==> src/rtl/pci_stat_pkg.sv <==
package pci_stat_pkg;
  localparam int STAT_W   = 16;
  localparam int BYTE_W   = 8;
  localparam int N_BYTES  = STAT_W / BYTE_W;
  localparam int N_EVT    = 6;

  localparam int POS_DPE  = 15;
  localparam int POS_SSE  = 14;
  localparam int POS_RMA  = 13;
  localparam int POS_RTA  = 12;
  localparam int POS_STA  = 11;
  localparam int POS_DSEL = 9;
  localparam int POS_MDPE = 8;
  localparam int POS_FBB  = 7;
  localparam int POS_CAP  = 4;

  localparam logic [1:0] DSEL_MEDIUM = 2'b01;

  // Bit position of each sticky event slot in the status word.
  function automatic int evt_pos(input int idx);
    case (idx)
      0:       evt_pos = POS_MDPE;
      1:       evt_pos = POS_STA;
      2:       evt_pos = POS_RTA;
      3:       evt_pos = POS_RMA;
      4:       evt_pos = POS_SSE;
      default: evt_pos = POS_DPE;
    endcase
  endfunction

  // Next value of a sticky flag: the event has priority over the clear.
  function automatic logic sticky_next(input logic cur, input logic set, input logic clr);
    sticky_next = set | (cur & ~clr);
  endfunction

  // A master data parity error counts only with all three qualifiers.
  function automatic logic mdpe_ok(input logic perr, input logic master, input logic resp);
    mdpe_ok = perr & master & resp;
  endfunction
endpackage

==> src/rtl/pci_stat_clr_mask.sv <==
module pci_stat_clr_mask
  import pci_stat_pkg::*;
#(
  parameter int W  = STAT_W,
  parameter int BW = BYTE_W,
  localparam int NB = W / BW
) (
  input  logic          wr_en,
  input  logic [NB-1:0] wr_be,
  input  logic [W-1:0]  wr_data,
  output logic [W-1:0]  clr_mask
);
  for (genvar b = 0; b < NB; b++) begin : g_byte
    assign clr_mask[b*BW +: BW] = (wr_en && wr_be[b]) ? wr_data[b*BW +: BW] : '0;
  end
endmodule

==> src/rtl/pci_stat_mdpe_qual.sv <==
module pci_stat_mdpe_qual
  import pci_stat_pkg::*;
(
  input  logic evt_perr_seen,
  input  logic is_master,
  input  logic cmd_parity_resp,
  output logic mdpe_set
);
  assign mdpe_set = mdpe_ok(evt_perr_seen, is_master, cmd_parity_resp);
endmodule

==> src/rtl/pci_stat_evt_bank.sv <==
module pci_stat_evt_bank
  import pci_stat_pkg::*;
#(
  parameter int N = N_EVT
) (
  input  logic         clk,
  input  logic         rst,
  input  logic [N-1:0] set,
  input  logic [N-1:0] clr,
  output logic [N-1:0] q
);
  for (genvar i = 0; i < N; i++) begin : g_flag
    always_ff @(posedge clk) begin
      if (rst) q[i] <= 1'b0;
      else     q[i] <= sticky_next(q[i], set[i], clr[i]);
    end
  end
endmodule

==> src/rtl/pci_cfg_status.sv <==
module pci_cfg_status
  import pci_stat_pkg::*;
(
  input  logic              clk,
  input  logic              rst,
  input  logic              evt_parity_det,
  input  logic              evt_serr,
  input  logic              evt_mabort_rcvd,
  input  logic              evt_tabort_rcvd,
  input  logic              evt_tabort_sig,
  input  logic              evt_perr_seen,
  input  logic              is_master,
  input  logic              cmd_parity_resp,
  input  logic              strap_fbb_en,
  input  logic              strap_cap_en,
  input  logic              wr_en,
  input  logic [N_BYTES-1:0] wr_be,
  input  logic [STAT_W-1:0] wr_data,
  output logic [STAT_W-1:0] rd_data
);
  logic              mdpe_set;
  logic [STAT_W-1:0] clr_mask;
  logic [N_EVT-1:0]  evt_set;
  logic [N_EVT-1:0]  evt_clr;
  logic [N_EVT-1:0]  evt_q;

  pci_stat_mdpe_qual u_qual (
    .evt_perr_seen   (evt_perr_seen),
    .is_master       (is_master),
    .cmd_parity_resp (cmd_parity_resp),
    .mdpe_set        (mdpe_set)
  );

  pci_stat_clr_mask #(.W(STAT_W), .BW(BYTE_W)) u_mask (
    .wr_en    (wr_en),
    .wr_be    (wr_be),
    .wr_data  (wr_data),
    .clr_mask (clr_mask)
  );

  assign evt_set = {evt_parity_det, evt_serr, evt_mabort_rcvd,
                    evt_tabort_rcvd, evt_tabort_sig, mdpe_set};

  for (genvar i = 0; i < N_EVT; i++) begin : g_clr
    assign evt_clr[i] = clr_mask[evt_pos(i)];
  end

  pci_stat_evt_bank #(.N(N_EVT)) u_bank (
    .clk (clk),
    .rst (rst),
    .set (evt_set),
    .clr (evt_clr),
    .q   (evt_q)
  );

  always_comb begin
    rd_data = '0;
    for (int i = 0; i < N_EVT; i++) rd_data[evt_pos(i)] = evt_q[i];
    rd_data[POS_DSEL +: 2] = DSEL_MEDIUM;
    rd_data[POS_FBB]       = strap_fbb_en;
    rd_data[POS_CAP]       = strap_cap_en;
  end
endmodule

==> config.mk <==
export PLATFORM = sky130hd
export DESIGN_NAME = pci_cfg_status
export DESIGN_NICKNAME = d
export VERILOG_FILES = /design/src/rtl/pci_stat_pkg.sv /design/src/rtl/pci_stat_clr_mask.sv /design/src/rtl/pci_stat_mdpe_qual.sv /design/src/rtl/pci_stat_evt_bank.sv /design/src/rtl/pci_cfg_status.sv
export SDC_FILE = /design/constraint.sdc
export NUM_CORES = 1
export LEC_CHECK = 0
export ABC_AREA = 1
export BUFFER_PORTS_ARGS = -buffer_cell sky130_fd_sc_hd__buf_4
export CAP_MARGIN = 40
export CORE_MARGIN = 2
export CORE_UTILIZATION = 33
export CTS_CLUSTER_DIAMETER = 150
export DETAILED_ROUTE_END_ITERATION = 10
export PLACE_DENSITY = 0.76
export SETUP_SLACK_MARGIN = 0.3
export SYNTH_ARGS = -nofsm -noshare
export SYNTH_HDL_FRONTEND = slang
export SYNTH_HIERARCHICAL = 1
export SYNTH_SLANG_ARGS = --single-unit
export TNS_END_PERCENT = 5
==> constraint.sdc <==
create_clock -name clk -period 0.8 [get_ports clk]
set_clock_uncertainty 0.1 [all_clocks]
set_input_delay 0.12 -clock clk [delete_from_list [all_inputs] [get_ports clk]]
set_output_delay 0.12 -clock clk [all_outputs]
set_load 0.02 [all_outputs]
# Word-level counts from Yosys, hierarchy flattened
# Cells that the tools add are included.
dict set report classes {
  mux 1
  bitwise_logic 20
  n_reduce_logical 1
}
# cell count
set op_table {}
lappend op_table {{bitwise AND 1 bit} 8}
lappend op_table {{two-way mux 8 bit} 1}
lappend op_table {{NOT 1 bit} 6}
lappend op_table {{OR 1 bit} 6}
lappend op_table {{logical AND 1 bit} 1}
dict set report word_totals {
  register_bits 6
  in_bits 31
  out_inout_bits 16
}

# Depth between registers and ports, before layout
dict set report depth {
  ltp_word 5
  ltp_mapped 5
}

# Hierarchy
# Netlist, hierarchy kept.
# module instances cells_per_inst area_each_um2 seq_area_each_um2
set modules_own_cells {}
lappend modules_own_cells {pci_stat_evt_bank 1 30 217.7 120.1}
lappend modules_own_cells {pci_stat_clr_mask 1 34 127.6 0.0}
lappend modules_own_cells {pci_cfg_status 1 12 82.6 0.0}
lappend modules_own_cells {pci_stat_mdpe_qual 1 3 13.8 0.0}

# Worst setup path after synthesis
# Ideal clock, no wire load.
dict set report synth_path {
  kind {register -> register}
  startpoint {register u_bank.q[0]}
  endpoint {register u_bank.q[0]}
  setup_time_ns 0.070
  arrival_time_ns 0.589
  required_time_ns 0.630
  slack_ns 0.041
  path_stages_with_launch 3
  path_buffers 0
  cell_sequence {dfxtp_1 nand2_1 a21oi_1}
}
dict set report synth_between {
  elab_chain_len 2
}
# item line
set synth_lines {}
lappend synth_lines {{start, declared} pci_stat_evt_bank.sv:10} ;# output logic [N-1:0] q
lappend synth_lines {{start signal, assigned by index} pci_stat_evt_bank.sv:15} ;# else q[i] <= sticky_next(q[i], set[i], clr[i]);
lappend synth_lines {{bitwise AND 1 bit} pci_stat_pkg.sv:33} ;# sticky_next = set | (cur & ~clr);
lappend synth_lines {{OR 1 bit} pci_stat_pkg.sv:33}
# No other way between the ends.
# A chain may end at the register's enable or synchronous reset.

# Worst setup path after layout
dict set report layout_path {
  startpoint {register u_bank.q[5]}
  endpoint {output port rd_data[15]}
}
# item line
set layout_rtl {}
lappend layout_rtl {{end, declared} pci_cfg_status.sv:19} ;# output logic [STAT_W-1:0] rd_data
# No word-level cell between the ends.

==> results.py <==
metrics = {
    "floorplan": {
        "coreArea_sq_um": 977,
        "floorplan.rows": 11,
        "die_y_um": 37.2,
        "start_util_pct": 37.1,
        "die_w_um": 37.2,
        "pin_count": 47,
        "dieArea_sq_um": 1380,
    },
    "route": {
        "wl_met2_um": 322,
        "drtIter0Drc": 4,
        "firstDrtPassIters": 4,
        "drc": 0,
        "finalWirelength_um": 643,
        "wl_met1_um": 234,
        "vias_per_cell": 3.75,
        "top_layer": "met3",
        "vias": 349,
        "drtAntennaViolNets": 0,
        "wl_per_cell_um": 6.91,
        "route.met3.wl_um": 86,
    },
    "clocking": {
        "htree_levels": 1,
        "clockRootBuffer": "clkbuf_4",
        "clkTransAtPathRegs_ns": 0.04,
        "cts.sinks": 6,
        "cts_tree": "done",
        "max-clock-path-buffers": 2,
        "clock_latency_ns": 0.23,
        "cts_buffers": 3,
        "cts_setup_buffers": 0,
    },
    "hold_path": {
        "hold_depth": 2,
        "hp-class": "in2reg",
        "worstHoldStart": "rst",
        "worstHoldEndpoint": "u_bank/q[4]",
    },
    "sta": {
        "fin_crit_ns": 0.916,
        "setup_ws_ns": -0.116,
        "hold_viol": 3,
        "rsz0062_at_grt": "true",
        "holdWs_ns": -0.0104,
        "tns_ns": -0.676,
        "timing.fmax_mhz": 1090,
        "final_max_slew_viol_count": 0,
        "finalCritPeriodShare_pct": 114,
        "setup_viol": 6,
    },
    "logic_synthesis": {
        "synth_area_sq_um": 363,
        "synth_warnings": 6,
        "syn_area_per_cell_sq_um": 6.26,
        "netlist_instances": 58,
    },
    "place": {
        "port_buffers": 23,
        "place.gp.congestion": 0.668,
        "hpwlAfterDp_um": 536,
    },
    "worst_setup_path": {
        "start_kind": "flip-flop",
        "path_buf_inv": 1,
        "rrSetupSlack_ns": 0.12,
        "max_stage_delay_ns": 0.34,
        "worst_path_max_delay_cell": "dfxtp_4",
        "path_delay_family": "flip-flops",
        "endpoint_kind": "output pin",
        "cp.required_ns": 0.58,
        "path_class": "reg2out",
        "critPathArrivalTime_ns": 0.70,
        "worstPathMaxFanout": 2,
        "path_cells": "buf_6",
        "rr_worst_depth": 2,
        "reg2reg_from": "u_bank/q[1]",
        "r2r-end": "u_bank/q[1]",
    },
    "cells_and_area": {
        "top_register": "u_bank/q",
        "finalCoreUtilization_pct": 59.2,
        "n_antenna_cell": 0,
        "drive_gt1_share_pct": 45.0,
        "largest_reg_flops": 6,
        "largest_registers": "u_bank/q: 6 flops",
        "fin_nets": 113,
        "syn_to_final_growth_pct": 59.3,
    },
    "grt": {
        "antenna_found_initial": 0,
        "first_global_vias": 299,
        "grt_pass1_wl_um": 1050,
        "globalRouteOverflowTotal": 0,
        "grt_start_max_net_pins": 7,
        "grtUsageTotal_pct": 10.9,
    },
    "power_and_ir_drop": {
        "ir_drop_uv": 771,
        "leakagePower_nw": 0.327,
        "p_per_area_nw_per_um2": 1420,
    },
    "flow_run": {
        "drv.max_cap_violation_count": 0,
    },
    "outcome": {
        "violations": "hold timing, setup timing",
        "status": "complete, but fails checks",
    },
}
-- metrics by stage --
step	setup WS (ns)	total power [mW]	hold WS [ns]	cell area (sq um)	std cells
6_report	-0.116	0.819	-0.0104	578	93
3_5_place_dp	-0.0845	0.538	0.140	522	90
3_3_place_gp	-0.0453	0.534	0.140	522	90
2_1_floorplan	0.123	0.478	0.0794	408	64
4_1_cts	-0.129	0.833	-0.0164	571	93
5_1_grt	-0.143	0.879	-0.0120	578	93
-- how the worst max path moves through the flow --
| stage | slack [ns] | endpoint | from | depth (start not counted) |
|---|---|---|---|---|
| finish | -0.12 | rd_data[15] | u_bank/q[5] | 1 |
| global route | -0.14 | rd_data[12] | u_bank/q[2] | 1 |
| floorplan | 0.12 | u_bank/q[0] | u_bank/q[0] | 2 |
| global placement | -0.05 | u_bank/q[4] | wr_en | 6 |
| detailed placement | -0.08 | u_bank/q[1] | wr_en | 6 |
| CTS | -0.13 | rd_data[12] | u_bank/q[2] | 1 |
-- placed cells by master, fill, tap and decap left out --
cell type	instances
dfxtp_4	6
a21oi_1	3
nand2_1	8
conb_1	8
nor2_1	6
nor2_2	1
buf_6	6
buf_4	17
inv_1	19
a21oi_2	3
clkbuf_4	3
-- layer usage --
metal / up-vias / global-route usage, %
li1: 185 / -
met1: 140 / 10.3
met2: 24 / 18.9
met3: 0 / 4.88
met4: 0 / 6.48
met5: - / 0
-- worst register-to-register path, stage by stage, from the launching register on --
cell and delay [ns]:
dfxtp_4 0.34, nand2_1 0.06, a21oi_2 0.11
-- power by group --
| part | internal, mW | switching (mW) |
|---|---|---|
| sequential | 0.316 | 0.0135 |
| combinational | 0.112 | 0.113 |
| clock | 0.169 | 0.0961 |
| total | 0.597 | 0.223 |
-- repair_timing --
item | CTS | global route
endpoints found under the setup margin | 12 | 12
pin swaps | 8 | 6
endpoints found under the hold margin | 6 | 2
gates resized for setup | 7 | 2
-- area by class of cell --
type,count,area (sq um)
Tap cell,13,16.3
Timing Repair Buffer,23,195
Sequential cell,6,143
Multi-Input combinational cell,29,130
Inverter,19,71.3
Fill cell,111,399
Clock buffer,3,22.5
Power figures use the tool's default switching activity.
